[config.mk]
export PLATFORM = sky130hd
export DESIGN_NAME = attr_cmd_engine
export DESIGN_NICKNAME = d
export VERILOG_FILES = /design/src/rtl/attr_pkg.sv /design/src/rtl/attr_bus_port.sv /design/src/rtl/attr_seq.sv /design/src/rtl/attr_cmd_engine.sv
export SDC_FILE = /design/constraint.sdc
export NUM_CORES = 1
export LEC_CHECK = 0
export BUFFER_PORTS_ARGS = -buffer_cell sky130_fd_sc_hd__buf_2
export CORE_MARGIN = 2
export CORE_UTILIZATION = 50
export CTS_CLUSTER_SIZE = 25
export DETAILED_ROUTE_END_ITERATION = 8
export PLACE_DENSITY = 0.78
export SYNTH_ARGS = -nofsm -noshare
export SYNTH_HDL_FRONTEND = slang
export SYNTH_SLANG_ARGS = --single-unit
[constraint.sdc]
create_clock -name clk -period 2.68 [get_ports clk]
set_input_delay 0.134 -clock clk [delete_from_list [all_inputs] [get_ports clk]]
set_output_delay 0.134 -clock clk [all_outputs]
set_load 0.005 [all_outputs]
[src/rtl/attr_pkg.sv]
package attr_pkg;

    localparam logic [15:0] REG_VAL_LO = 16'h0084;
    localparam logic [15:0] REG_VAL_HI = 16'h0085;
    localparam logic [15:0] REG_COD_LO = 16'h0086;
    localparam logic [15:0] REG_COD_HI = 16'h0087;
    localparam logic [15:0] REG_FLAG   = 16'h008A;
    localparam logic [15:0] REG_BUSY   = 16'h008B;
    localparam logic [15:0] REG_GO     = 16'h0090;

    localparam logic [7:0] FLAG_CLR = 8'h80;
    localparam logic [7:0] GO_BIT   = 8'h01;

    typedef enum logic [3:0] {
        S_IDLE, S_PRECLR, S_VLO, S_VHI, S_CLO, S_CHI,
        S_LAUNCH, S_CHECK, S_POLL, S_CLEAR
    } step_e;

    typedef enum logic [1:0] {
        PH_IDLE, PH_REQ, PH_RDWAIT
    } phase_e;

endpackage

[src/rtl/attr_bus_port.sv]
module attr_bus_port #(
    parameter int ADDR_W = 16
) (
    input  logic              clk,
    input  logic              rst_n,
    input  logic              cmd_valid,
    input  logic              cmd_wr,
    input  logic [ADDR_W-1:0] cmd_addr,
    input  logic [7:0]        cmd_wdata,
    output logic              cmd_ready,
    output logic              cmd_done,
    output logic [7:0]        cmd_rdata,
    output logic [ADDR_W-1:0] avm_address,
    output logic              avm_write,
    output logic              avm_read,
    output logic [7:0]        avm_writedata,
    input  logic              avm_waitrequest,
    input  logic [7:0]        avm_readdata,
    input  logic              avm_readdatavalid
);
    import attr_pkg::*;

    typedef struct packed {
        phase_e            ph;
        logic              wr;
        logic [ADDR_W-1:0] addr;
        logic [7:0]        data;
        logic              done;
        logic [7:0]        rdata;
    } port_t;

    port_t p_d, p_q;

    always_comb begin
        p_d      = p_q;
        p_d.done = 1'b0;
        case (p_q.ph)
            PH_IDLE: if (cmd_valid) begin
                p_d.ph   = PH_REQ;
                p_d.wr   = cmd_wr;
                p_d.addr = cmd_addr;
                p_d.data = cmd_wdata;
            end
            PH_REQ: if (!avm_waitrequest) begin
                if (p_q.wr) begin
                    p_d.ph   = PH_IDLE;
                    p_d.done = 1'b1;
                end else begin
                    p_d.ph = PH_RDWAIT;
                end
            end
            PH_RDWAIT: if (avm_readdatavalid) begin
                p_d.ph    = PH_IDLE;
                p_d.done  = 1'b1;
                p_d.rdata = avm_readdata;
            end
            default: p_d.ph = PH_IDLE;
        endcase
    end

    always_ff @(posedge clk or negedge rst_n) begin
        if (!rst_n) begin
            p_q <= '{ph: PH_IDLE, wr: 1'b0, addr: '0, data: '0, done: 1'b0, rdata: '0};
        end else begin
            p_q <= p_d;
        end
    end

    assign cmd_ready     = (p_q.ph == PH_IDLE);
    assign cmd_done      = p_q.done;
    assign cmd_rdata     = p_q.rdata;
    assign avm_address   = p_q.addr;
    assign avm_writedata = p_q.data;
    assign avm_write     = (p_q.ph == PH_REQ) &&  p_q.wr;
    assign avm_read      = (p_q.ph == PH_REQ) && !p_q.wr;

    // request fields frozen while the slave stalls
    a_r7_hold_on_wait: assert property (@(posedge clk) disable iff (!rst_n)
        (avm_read || avm_write) && avm_waitrequest |=>
            $stable(avm_address) && $stable(avm_writedata) &&
            $stable(avm_read) && $stable(avm_write));

    // the sequencer never issues while an access is outstanding
    a_r7_one_outstanding: assert property (@(posedge clk) disable iff (!rst_n)
        cmd_valid |-> cmd_ready);

endmodule

[src/rtl/attr_seq.sv]
module attr_seq #(
    parameter int ADDR_W = 16,
    parameter int POLL_W = 8
) (
    input  logic              clk,
    input  logic              rst_n,
    input  logic              req_start,
    input  logic [15:0]       req_code,
    input  logic [15:0]       req_value,
    input  logic              req_preclear,
    input  logic [POLL_W-1:0] poll_limit,
    input  logic              cmd_ready,
    input  logic              cmd_done,
    input  logic [7:0]        cmd_rdata,
    output logic              cmd_valid,
    output logic              cmd_wr,
    output logic [ADDR_W-1:0] cmd_addr,
    output logic [7:0]        cmd_wdata,
    output logic              busy,
    output logic              done,
    output logic              err_noaccept,
    output logic              err_timeout,
    output logic [7:0]        rd_byte
);
    import attr_pkg::*;

    localparam int CNT_W = POLL_W + 1;

    typedef struct packed {
        step_e             step;
        logic              sent;
        logic [15:0]       code;
        logic [15:0]       value;
        logic [POLL_W-1:0] limit;
        logic [POLL_W-1:0] cnt;
        logic              busy;
        logic              done;
        logic              e_na;
        logic              e_to;
        logic [7:0]        rdb;
    } seq_t;

    seq_t s_d, s_q;
    logic [CNT_W-1:0] lim_eff;
    logic [CNT_W-1:0] cnt_next;

    assign lim_eff  = (s_q.limit == '0) ? CNT_W'(1) : {1'b0, s_q.limit};
    assign cnt_next = {1'b0, s_q.cnt} + CNT_W'(1);

    // access selected by the current step
    always_comb begin
        cmd_wr    = 1'b1;
        cmd_addr  = '0;
        cmd_wdata = '0;
        case (s_q.step)
            S_PRECLR: begin cmd_addr = ADDR_W'(REG_FLAG);   cmd_wdata = FLAG_CLR;         end
            S_VLO:    begin cmd_addr = ADDR_W'(REG_VAL_LO); cmd_wdata = s_q.value[7:0];   end
            S_VHI:    begin cmd_addr = ADDR_W'(REG_VAL_HI); cmd_wdata = s_q.value[15:8];  end
            S_CLO:    begin cmd_addr = ADDR_W'(REG_COD_LO); cmd_wdata = s_q.code[7:0];    end
            S_CHI:    begin cmd_addr = ADDR_W'(REG_COD_HI); cmd_wdata = s_q.code[15:8];   end
            S_LAUNCH: begin cmd_addr = ADDR_W'(REG_GO);     cmd_wdata = GO_BIT;           end
            S_CHECK:  begin cmd_addr = ADDR_W'(REG_FLAG);   cmd_wr    = 1'b0;             end
            S_POLL:   begin cmd_addr = ADDR_W'(REG_BUSY);   cmd_wr    = 1'b0;             end
            S_CLEAR:  begin cmd_addr = ADDR_W'(REG_FLAG);   cmd_wdata = FLAG_CLR;         end
            default:  ;
        endcase
    end

    always_comb begin
        s_d      = s_q;
        s_d.done = 1'b0;
        s_d.e_na = 1'b0;
        s_d.e_to = 1'b0;
        cmd_valid = 1'b0;

        if (s_q.step != S_IDLE && !s_q.sent && cmd_ready) begin
            cmd_valid = 1'b1;
            s_d.sent  = 1'b1;
        end

        if (s_q.step == S_IDLE) begin
            if (req_start) begin
                s_d.code  = req_code;
                s_d.value = req_value;
                s_d.limit = poll_limit;
                s_d.cnt   = '0;
                s_d.sent  = 1'b0;
                s_d.busy  = 1'b1;
                s_d.step  = req_preclear ? S_PRECLR : S_VLO;
            end
        end else if (cmd_done) begin
            s_d.sent = 1'b0;
            case (s_q.step)
                S_PRECLR: s_d.step = S_VLO;
                S_VLO:    s_d.step = S_VHI;
                S_VHI:    s_d.step = S_CLO;
                S_CLO:    s_d.step = S_CHI;
                S_CHI:    s_d.step = S_LAUNCH;
                S_LAUNCH: s_d.step = S_CHECK;
                S_CHECK: begin
                    s_d.rdb = cmd_rdata;
                    if (cmd_rdata[7]) begin
                        s_d.step = S_POLL;
                    end else begin
                        s_d.step = S_IDLE;
                        s_d.busy = 1'b0;
                        s_d.done = 1'b1;
                        s_d.e_na = 1'b1;
                    end
                end
                S_POLL: begin
                    if (!cmd_rdata[0]) begin
                        s_d.step = S_CLEAR;
                    end else if (cnt_next >= lim_eff) begin
                        s_d.step = S_IDLE;
                        s_d.busy = 1'b0;
                        s_d.done = 1'b1;
                        s_d.e_to = 1'b1;
                    end else begin
                        s_d.cnt = cnt_next[POLL_W-1:0];
                    end
                end
                S_CLEAR: begin
                    s_d.step = S_IDLE;
                    s_d.busy = 1'b0;
                    s_d.done = 1'b1;
                end
                default: s_d.step = S_IDLE;
            endcase
        end
    end

    always_ff @(posedge clk or negedge rst_n) begin
        if (!rst_n) begin
            s_q <= '{step: S_IDLE, sent: 1'b0, code: '0, value: '0, limit: '0,
                     cnt: '0, busy: 1'b0, done: 1'b0, e_na: 1'b0, e_to: 1'b0,
                     rdb: '0};
        end else begin
            s_q <= s_d;
        end
    end

    assign busy         = s_q.busy;
    assign done         = s_q.done;
    assign err_noaccept = s_q.e_na;
    assign err_timeout  = s_q.e_to;
    assign rd_byte      = s_q.rdb;

    // busy only falls together with a done pulse
    a_r8_fall_with_done: assert property (@(posedge clk) disable iff (!rst_n)
        $fell(busy) |-> done);

    // done follows a cycle in which busy was high, and is a single pulse
    a_r8_done_after_busy: assert property (@(posedge clk) disable iff (!rst_n)
        done |-> $past(busy) && !busy);

    // at most one error per transaction end
    a_r8_err_onehot: assert property (@(posedge clk) disable iff (!rst_n)
        $onehot0({err_noaccept, err_timeout}));

    // the busy-read counter never reaches the effective limit while polling
    a_r6_poll_bound: assert property (@(posedge clk) disable iff (!rst_n)
        (s_q.step == S_POLL) |-> ({1'b0, s_q.cnt} < lim_eff));

    // a strobe during a transaction leaves its payload untouched
    a_r9_ignore_start: assert property (@(posedge clk) disable iff (!rst_n)
        (busy && req_start) |=> (s_q.code == $past(s_q.code)) &&
                                (s_q.value == $past(s_q.value)));

endmodule

[src/rtl/attr_cmd_engine.sv]
module attr_cmd_engine #(
    parameter int ADDR_W = 16,
    parameter int POLL_W = 8
) (
    input  logic              clk,
    input  logic              rst_n,
    input  logic              req_start,
    input  logic [15:0]       req_code,
    input  logic [15:0]       req_value,
    input  logic              req_preclear,
    input  logic [POLL_W-1:0] poll_limit,
    output logic              busy,
    output logic              done,
    output logic              err_noaccept,
    output logic              err_timeout,
    output logic [7:0]        rd_byte,
    output logic [ADDR_W-1:0] avm_address,
    output logic              avm_write,
    output logic              avm_read,
    output logic [7:0]        avm_writedata,
    input  logic              avm_waitrequest,
    input  logic [7:0]        avm_readdata,
    input  logic              avm_readdatavalid
);

    logic              cmd_valid, cmd_wr, cmd_ready, cmd_done;
    logic [ADDR_W-1:0] cmd_addr;
    logic [7:0]        cmd_wdata, cmd_rdata;

    attr_seq #(.ADDR_W(ADDR_W), .POLL_W(POLL_W)) u_seq (
        .clk          (clk),
        .rst_n        (rst_n),
        .req_start    (req_start),
        .req_code     (req_code),
        .req_value    (req_value),
        .req_preclear (req_preclear),
        .poll_limit   (poll_limit),
        .cmd_ready    (cmd_ready),
        .cmd_done     (cmd_done),
        .cmd_rdata    (cmd_rdata),
        .cmd_valid    (cmd_valid),
        .cmd_wr       (cmd_wr),
        .cmd_addr     (cmd_addr),
        .cmd_wdata    (cmd_wdata),
        .busy         (busy),
        .done         (done),
        .err_noaccept (err_noaccept),
        .err_timeout  (err_timeout),
        .rd_byte      (rd_byte)
    );

    attr_bus_port #(.ADDR_W(ADDR_W)) u_port (
        .clk               (clk),
        .rst_n             (rst_n),
        .cmd_valid         (cmd_valid),
        .cmd_wr            (cmd_wr),
        .cmd_addr          (cmd_addr),
        .cmd_wdata         (cmd_wdata),
        .cmd_ready         (cmd_ready),
        .cmd_done          (cmd_done),
        .cmd_rdata         (cmd_rdata),
        .avm_address       (avm_address),
        .avm_write         (avm_write),
        .avm_read          (avm_read),
        .avm_writedata     (avm_writedata),
        .avm_waitrequest   (avm_waitrequest),
        .avm_readdata      (avm_readdata),
        .avm_readdatavalid (avm_readdatavalid)
    );

endmodule

==> results of run 1 <==
[power breakdown]
part           internal [uW]  leakage (uW)  switching [uW]  total (uW)
combinational           1240       0.00173             997        2240
clock                    352     0.0000886             517         869
sequential              1870       0.00114             453        2320
[repair_timing]
item | in CTS | in global routing
gates resized for setup | 0 | 14
hold buffers | 36 | 10
setup buffers | 0 | 2
endpoints found under the setup margin | 0 | 13
hold endpoints to repair | 75 | 10
[cells by family (layout without fill, tap and decap cells)]
group,after synthesis,count (layout)
simple gates,95,95
flops,91,91
fa+ha+maj,12,12
xor+xnor,7,7
other cells,1,10
compound gates,85,85
buf+inv,66,174
mux,60,60
[flip-flops by register name, summed over array words and instances, names as in the netlist, 3 cells and up]
| signal | cells |
|---|---|
| u_seq.rd_byte | 8 |
| u_seq.s_q | 53 |
| u_port.avm_writedata | 8 |
| u_port.cmd_rdata | 8 |
| u_port.p_q | 3 |
| u_port.avm_address | 6 |
[metrics by stage]
| step | TNS (ns) | worst slack, ns | util | power [uW] |
|---|---|---|---|---|
| after detailed placement | 0 | 0.0356 | 0.558 | 4370 |
| after floorplan | 0 | 0.141 | - | 3950 |
| final | 0 | 0.0579 | 0.640 | 5430 |
| after CTS | 0 | 0.00372 | 0.616 | 5290 |
| after global placement | 0 | 0.115 | 0.558 | 4280 |
| after global routing | -0.0832 | -0.0364 | 0.640 | 5820 |
[area by class of cell]
type | instances | area [um2]
inverter | 17 | 63.8
timing repair buffer | 141 | 998
clock buffer | 9 | 124
fill | 736 | 3340
tap | 129 | 161
clock inverter | 7 | 57.6
sequential | 91 | 2280
multi-input combinational | 269 | 2260
[per-layer routing]
metal	track usage	wire length (um)
met1	0.269	4580
met2	0.320	5080
met3	0.0568	449
met4	0.0872	271
met5	0	0
[cell usage after synthesis, types with 2 or more instances]
cell	number	area share
mux2_4	37	0.12
a22oi_1	14	0.022
mux2i_1	4	0.0083
a21o_1	2	0.0031
nand2b_1	6	0.0078
xor2_1	3	0.0055
nand4_1	2	0.0026
buf_6	5	0.012
nor2b_1	4	0.0052
buf_4	32	0.050
a22o_1	8	0.015
or4_1	2	0.0031
a21oi_1	16	0.017
o211ai_1	2	0.0031
nand3_1	7	0.0073
or2_2	3	0.0039
o22a_1	2	0.0036
clkbuf_1	5	0.0039
mux2_2	19	0.044
nor3_1	2	0.0021
a31oi_1	4	0.0052
nand3b_1	4	0.0062
and2_1	3	0.0039
a41oi_1	2	0.0036
o21ai_0	20	0.021
dfrtp_1	91	0.47
inv_1	17	0.013
buf_2	7	0.0073
nor3b_1	4	0.0062
a32o_1	2	0.0042
o21a_1	2	0.0031
ha_1	12	0.031
xnor2_1	4	0.0073
nor2_1	15	0.012
nand2_1	34	0.027
[worst register-to-register path: stages, from the launching register on]
cell	delay (ns)
dfrtp_1	0.41
ha_2	0.22
and4_4	0.23
nand2_1	0.09
xnor2_1	0.14
ha_1	0.35
a21o_1	0.21
a2bb2oi_4	0.19
o311ai_4	0.14
or4_1	0.49
o221ai_1	0.08
[placed cells by master (no fill, tap or decap), drive strengths merged, types with 10 or more instances in the layout]
master and n:
ha 12, inv 21, a22oi 14, nand2 35, nor2 16, o21ai 21, a21oi 16, buf 95
conb 10, dlygate4sd3 46, dfrtp 91, mux2 56
[worst max-delay path by stage]
stage	endpoint	startpoint	cells after the start	slack, ns
after detailed placement	u_seq.s_q[15]	u_seq.s_q[12]	10	0.04
after floorplan	u_seq.s_q[15]	u_seq.s_q[14]	10	0.14
after CTS	u_seq.s_q[15]	u_seq.s_q[12]	10	0.004
after global placement	u_seq.s_q[15]	u_seq.s_q[12]	10	0.12
final	u_seq.s_q[15]	u_seq.s_q[12]	10	0.06
after global routing	u_seq.s_q[15]	u_seq.s_q[12]	10	-0.04
==> results_dict.tcl, run 1 <==
set metrics [dict create \
    yosysWarnings 0 \
    syn_area_mm2 0.00481 \
    crit_arrival_ns 2.88 \
    hold_class "in2reg" \
    worstPathMaxFanout 4 \
    syn_area_per_cell_um2 11.5 \
    final_area_mm2 0.00594 \
    path_clk_slew_ns 0.09 \
    worst_path_max_delay_cell "or4_1" \
    synthSimpleGateAreaFrac 0.107 \
    die_y_um 102 \
    worstHoldEndpoint "u_seq.s_q[45]" \
    max_freq_ghz 0.381 \
    synthAdderAreaFrac 0.0312 \
    whs_ns 0.0265 \
    hold_path.startpoint "req_code[1]" \
    hold_violations 0 \
    cts.sinks 91 \
    synth.mux.area_fraction 0.168 \
    hold_depth 2 \
    dieArea_mm2 0.0104 \
    drive_gt1_frac 0.354 \
    vias 3464 \
    grt_pass1_wl_mm 16.3 \
    clkLatencyLatePin_ns 0.35 \
    dp_hpwl_mm 6.92 \
    grt_overflow_total 0 \
    core_area_mm2 0.00928 \
    path_class "reg2reg" \
    seq_area_frac_synth 0.473 \
    critPathLaunchType "flop" \
    grt_pass1_vias 3397 \
    antenna_cells 0 \
    cts_tree "yes" \
    start_util 0.518 \
    chipWidth_um 102 \
    status "finished, final reports clean" \
    dr.pass1.iters 4 \
    drc_errors 0 \
    finalSetupViolations 0 \
    ys_ff_latch 91 \
    r2r_end "u_seq.s_q[15]" \
    first_iter_violations 204 \
    finalCritPeriodShare 0.978 \
    vdd_drop_max_uv 426 \
    ys_async_sr_fraction 1.00 \
    instances_no_fill 663 \
    cp_cell_sequence "ha_2 > and4_4 > nand2_1 > xnor2_1 > ha_1 > a21o_1 > a2bb2oi_4 > o311ai_4 > or4_1 > o221ai_1" \
    grt_usage 0.205 \
    synth_top_family_by_area "multiplexers" \
    cts_buffers 9 \
    place_congestion 0.808 \
    cap_violations 0 \
    ys_types 56 \
    synth_compound_area_frac 0.121 \
    grt_max_degree 52 \
    r2r_cells 10 \
    worstPathRequired_ns 2.94 \
    antenna_found_initial 0 \
    ios 92 \
    placed_area_mm2 0.00518 \
    wl_mm 10.4 \
    cts_htree_levels 3 \
    critPathBufInv 0 \
    fin_skew_ns 0.0111 \
    cpPeakStageDelay_ns 0.49 \
    ant_nets 0 \
    r2r_slack_ns 0.06 \
    area_growth_syn_to_layout_pct 23.5 \
    end_kind "flop" \
    clockRootBuffer "clkbuf_8" \
    ys.flop_type "dfrtp_1" \
    finalMaxSlewViolations 0 \
    place_inst 599 \
    r2r_start "u_seq.s_q[12]" \
    cp_top_family "simple AND/OR/NAND/NOR gates" \
    final_nets 595 \
    period_minus_slack_ns 2.62 \
    worst_slew_pin_slew_ns 0.762 \
    viasPerCell 5.22 \
    syn-instance-count 417 \
    powerDensity_mw_per_mm2 914 \
    clk_path_buf_depth 2 \
    rows 35 \
    synth_xor_area_frac 0.0127 \
    io_buffers 81 \
    max-slew-margin-rel 0.492 \
    synth-edff-count 0 \
    p_leak_uw 0.00296 \
    wl_per_cell_um 15.7 \
]
No activity file was read; power rests on OpenSTA's default activity.
==> run 2: changes to the inputs <==
- PLACE_DENSITY: 0.78 -> 0.73
==> run 2 against run 1 <==
Worst hold slack worse by 0.014 ns. Non-clock buffer count up 1. Cell count unchanged. Combinational power barely moved. Count of clock-buffer cells in the layout is 1 higher. Sequential power is essentially flat. Global-route usage fell by 0.16 points. Maximum frequency up 1.5%. Die area unchanged.
==> results_dict.tcl, run 2 (synthesized netlist as in run 1, its figures left out) <==
set metrics [dict create \
    status "finished, final reports clean" \
    drc_errors 0 \
    end_kind "flop" \
    start_util 0.518 \
    clkLatencyLatePin_ns 0.37 \
    finalCritPeriodShare 0.964 \
    seqPwrFrac 0.401 \
    finalSetupViolations 0 \
    path_clk_slew_ns 0.10 \
    die_y_um 102 \
    final_cell_mix "dfrtp_1 (91), buf_2 (80), dlygate4sd3_1 (44)" \
    period_minus_slack_ns 2.58 \
    cts_tree "yes" \
    ios 92 \
    cts_buffers 9 \
    layout_commonest_cell "dfrtp_1" \
    fin_util 0.648 \
    hold_class "in2reg" \
    p_leak_uw 0.00300 \
    critPathLaunchType "flop" \
    wl_per_cell_um 15.7 \
    cts_htree_levels 3 \
    ant_nets 0 \
    p_switching_uw 1940 \
    grt_usage 0.203 \
    core_area_mm2 0.00928 \
    switching_share 0.340 \
    antenna_found_initial 0 \
    grt_pass1_wl_mm 16.4 \
    io_buffers 81 \
    crit_arrival_ns 2.87 \
    clockRootBuffer "clkbuf_8" \
    largest_reg_flops 53 \
    placed_area_mm2 0.00520 \
    first_iter_violations 187 \
    max-slew-margin-rel 0.549 \
    final_nets 596 \
    dr.pass1.iters 4 \
    worstPathRequired_ns 2.96 \
    pwr-share-comb 0.395 \
    finalMaxSlewViolations 0 \
    powerDensity_mw_per_mm2 949 \
    grt_pass1_vias 3372 \
    cap_violations 0 \
    instances_no_fill 663 \
    area_growth_syn_to_layout_pct 25.0 \
    wl_met2_mm 5.03 \
    place_congestion 0.808 \
    max_freq_ghz 0.387 \
    worst_slew_pin_slew_ns 0.675 \
    m1WireLength_mm 4.79 \
    antenna_cells 0 \
    dieArea_mm2 0.0104 \
    chipWidth_um 102 \
    hold_violations 0 \
    met3_length_um 390 \
    viasPerCell 5.24 \
    pwr-share-clk 0.204 \
    wl_mm 10.4 \
    place_inst 602 \
    tns_ns 0 \
    fin_skew_ns 0.0130 \
    fin_total_pwr_uw 5710 \
    path_class "reg2reg" \
    rows 35 \
    vias 3476 \
    worstPathMaxFanout 6 \
    grt_overflow_total 0 \
    p_int_uw 3770 \
    drive_gt1_frac 0.358 \
    largest_register "u_seq.s_q" \
    clk_path_buf_depth 2 \
    dp_hpwl_mm 6.99 \
    cts.sinks 91 \
    final_area_mm2 0.00602 \
    topRoutingLayerUsed "met4" \
    grt_max_degree 54 \
    vdd_drop_max_uv 438 \
]
run 2: cell count changes in the layout (fill, tap and decap cells not counted), moves of 2 or more:
cell / before / now
bufinv_16: 0 / 3
inv_6: 3 / 0
clkinvlp_4: 2 / 0
buf_4: 13 / 16
dlygate4sd3_1: 46 / 44
run 2: layout make-up:
type / count / area [um2]
clock inverters: 5 / 110
flip-flops and latches: 91 / 2280
multi-input cells: 269 / 2260
repair buffers: 142 / 1000
inverters: 17 / 63.8
well taps: 129 / 161
clock buffers: 10 / 138
fillers: 709 / 3270
run 2: path summary, 6_finish.rpt:
| check | start | end | slack (ns) | depth (start not counted) |
|---|---|---|---|---|
| max in group asynchronous | rst_n | u_port.avm_address[2] | 1.73 | 3 |
| min in group asynchronous | rst_n | u_seq.s_q[26] | 0.27 | 2 |
| worst min-delay path | avm_readdata[5] | u_port.cmd_rdata[5] | 0.01 | 2 |
| worst max register to register | u_seq.s_q[15] | u_seq.s_q[15] | 0.1 | 10 |
| worst min register to register | u_seq.rd_byte[7] | u_seq.rd_byte[7] | 0.49 | 2 |
| worst max-delay path | u_seq.s_q[15] | u_seq.s_q[15] | 0.1 | 10 |
run 2: stage by stage:
stage          setup slack [ns]  hold WS (ns)
2_1_floorplan             0.141        -0.162
3_3_place_gp             0.0995         0.152
3_5_place_dp             0.0145         0.150
4_1_cts                  0.0436      0.000491
5_1_grt                 -0.0550      0.000327
6_report                 0.0972        0.0125
run 2: critical path, cell delays in order (launching register included):
cell	delay [ns]
dfrtp_1	0.45
inv_1	0.10
nor3_2	0.21
nand3_1	0.16
xnor2_2	0.25
ha_4	0.26
nand3_2	0.14
a2bb2oi_4	0.20
o311ai_4	0.13
or4_1	0.53
o221ai_1	0.08
run 2: routing by layer:
| metal | vias to the layer above | track usage |
|---|---|---|
| met4 | 0 | 0.0728 |
| met1 | 1705 | 0.283 |
| met5 | - | 0 |
| li1 | 1670 | - |
| met3 | 16 | 0.0376 |
| met2 | 85 | 0.320 |
run 2: repair_timing:
action,in CTS,in global routing
setup endpoints to repair,1,11
endpoints found under the hold margin,81,0
hold buffers,44,0
resized for setup,0,15
buffers inserted,1,1
pin swaps,0,5
run 2: power groups by stage:
stage	Combinational, uW	Sequential [uW]	Clock (uW)
after CTS	2140	2290	1170
after global placement	2020	2280	0
after detailed placement	2080	2300	0
final	2250	2290	1160
after floorplan	1840	2110	0
after global routing	2470	2360	1230
==> run 3: changes to the inputs <==
- CORE_ASPECT_RATIO: not set -> 1.25
- CTS_CLUSTER_DIAMETER: not set -> 50
==> run 3 against run 2 <==
Sequential share of layout area rose by 3.4 points. Sequential power about the same. Maximum frequency is 0.55% lower. First-iteration DRC count increased by 4.3%. Cell count decreased by 6.6%. Clock skew shrank 0.0063 ns. Power decreased by 2.1%. Critical path type unchanged. Global-route usage is 0.78 points lower. Core utilization decreased by 6.7 points. Critical endpoint unchanged. Register-to-register slack hardly changed. Combinational power down 5%.
==> results_dict.tcl, run 3 (synthesized netlist as in run 1, its figures left out) <==
set metrics [dict create \
    status "finished, final reports clean" \
    wl_per_cell_um 15.7 \
    critPathLaunchType "flop" \
    grt_overflow_total 0 \
    seqPwrFrac 0.407 \
    powerDensity_mw_per_mm2 1010 \
    dr.pass1.iters 4 \
    largest_register "u_seq.s_q" \
    cts_htree_levels 3 \
    chipWidth_um 91.7 \
    io_buffers 81 \
    rsz0062_at_grt "yes" \
    place_ws_ns 0.0484 \
    place_inst 600 \
    die_y_um 114 \
    final_cell_mix "dfrtp_1 (89), buf_2 (80), mux2_4 (37)" \
    grt_pass1_wl_mm 16.1 \
    largest_reg_flops 53 \
    grt_pass1_vias 3281 \
    finalSetupViolations 0 \
    grt_usage 0.195 \
    start_util 0.506 \
    worst_slew_pin_slew_ns 0.716 \
    dieArea_mm2 0.0104 \
    hold_class "in2reg" \
    instances_no_fill 619 \
    wl_mm 9.71 \
    crit_start "u_seq.s_q[12]" \
    max_freq_ghz 0.385 \
    layout_commonest_cell "dfrtp_1" \
    rows 40 \
    core_area_mm2 0.00951 \
    max-slew-margin-rel 0.523 \
    cts.sinks 91 \
    p_switching_uw 1900 \
    clkLatencyLatePin_ns 0.34 \
    regArea_mm2 0.00228 \
    hold_violations 0 \
    drive_gt1_frac 0.387 \
    pwr-share-comb 0.381 \
    crit_arrival_ns 2.85 \
    met3_length_um 349 \
    period_minus_slack_ns 2.60 \
    topRoutingLayerUsed "met4" \
    finalMaxSlewViolations 0 \
    place_congestion 0.855 \
    worstPathRequired_ns 2.93 \
    setup_slack_ns 0.0829 \
    antenna_cells 0 \
    fin_skew_ns 0.00670 \
    r2r_slack_ns 0.08 \
    final_nets 554 \
    wl_met2_mm 4.89 \
    drc_errors 0 \
    cts_buffers 9 \
    worstPathMaxFanout 3 \
    switching_share 0.339 \
    area_growth_syn_to_layout_pct 14.9 \
    r2r_cells 10 \
    vdd_drop_max_uv 475 \
    m1WireLength_mm 4.21 \
    path_class "reg2reg" \
    finalCritPeriodShare 0.969 \
    r2r_end "u_seq.s_q[15]" \
    pwr-share-clk 0.212 \
    vias 3267 \
    first_iter_violations 195 \
    clockRootBuffer "clkbuf_16" \
    p_leak_uw 0.00281 \
    clk_path_buf_depth 2 \
    cap_violations 0 \
    ios 92 \
    end_kind "flop" \
    nFillCells 837 \
    path_clk_slew_ns 0.07 \
    endpoint "u_seq.s_q[15]" \
    viasPerCell 5.28 \
    grt_max_degree 55 \
    p_int_uw 3700 \
    dp_hpwl_mm 7.00 \
    cts_tree "yes" \
    r2r_start "u_seq.s_q[12]" \
    ant_nets 0 \
    multiInputGateArea_mm2 0.00220 \
    antenna_found_initial 0 \
]
==> run 3: cell types whose count changed in the layout (fill, tap and decap cells not counted), moves of 3 or more <==
| cell | previous run | this run |
|---|---|---|
| buf_4 | 16 | 19 |
| clkinv_2 | 0 | 4 |
| dlygate4sd3_1 | 44 | 1 |
| clkbuf_16 | 0 | 9 |
| bufinv_16 | 3 | 0 |
| clkbuf_8 | 10 | 1 |
==> run 3: what timing repair did <==
item / in CTS / in global routing
hold buffers: 1 / 0
buffers inserted: 0 / 2
setup endpoints to repair: 0 / 11
hold endpoints to repair: 52 / 0
resized for setup: 0 / 9
==> run 3: routing by layer <==
metal	global-route usage	up-vias
li1	-	1582
met1	0.257	1603
met2	0.314	64
met3	0.0330	18
met4	0.0955	0
met5	0	-
==> run 3: worst max-delay path, cell delays in order (launching register included) <==
cell       delay, ns
dfrtp_1         0.38
ha_2            0.20
nand3_1         0.09
and2_1          0.18
or2_2           0.27
ha_1            0.32
a21oi_2         0.15
a2bb2oi_2       0.19
o311ai_2        0.15
or4_1           0.50
o221ai_1        0.09
==> run 3: power by group through the flow <==
stage               combinational [uW]  clock (uW)  sequential, uW
finish                            2130        1190            2270
global route                      2360        1270            2350
CTS                               2110        1210            2270
detailed placement                2090           0            2280
global placement                  2030           0            2260
floorplan                         1840           0            2110
==> run 3: final cells by class <==
type,count,area share
Inverter,17,0.0115
Tap cell,126,0.0285
Clock inverter,6,0.00679
Clock buffer,10,0.0432
Sequential cell,91,0.412
Multi-Input combinational cell,269,0.397
Timing Repair Buffer,100,0.100
==> run 3: through the flow <==
stage          power (uW)  setup TNS [ns]  hold slack (ns)  area [um2]   util
4_1_cts              5590               0           0.0108        5470  0.575
3_5_place_dp         4370               0            0.222        5180  0.545
3_3_place_gp         4290               0            0.219        5180  0.545
5_1_grt              5970          -0.113           0.0150        5530  0.581
6_report             5590               0           0.0154        5530  0.581
2_1_floorplan        3950               0           -0.162        4840      -
==> run 3: worst min path at each step <==
stage / from / end / slack, ns / depth (start not counted)
after detailed placement: rst_n / u_seq.done / 0.22 / 1
final: req_code[1] / u_seq.s_q[45] / 0.02 / 2
after global placement: rst_n / u_seq.done / 0.22 / 1
after global routing: avm_readdata[0] / u_port.cmd_rdata[0] / 0.02 / 2
after floorplan: rst_n / u_port.avm_address[0] / -0.16 / 0
after CTS: req_code[3] / u_seq.s_q[47] / 0.01 / 2
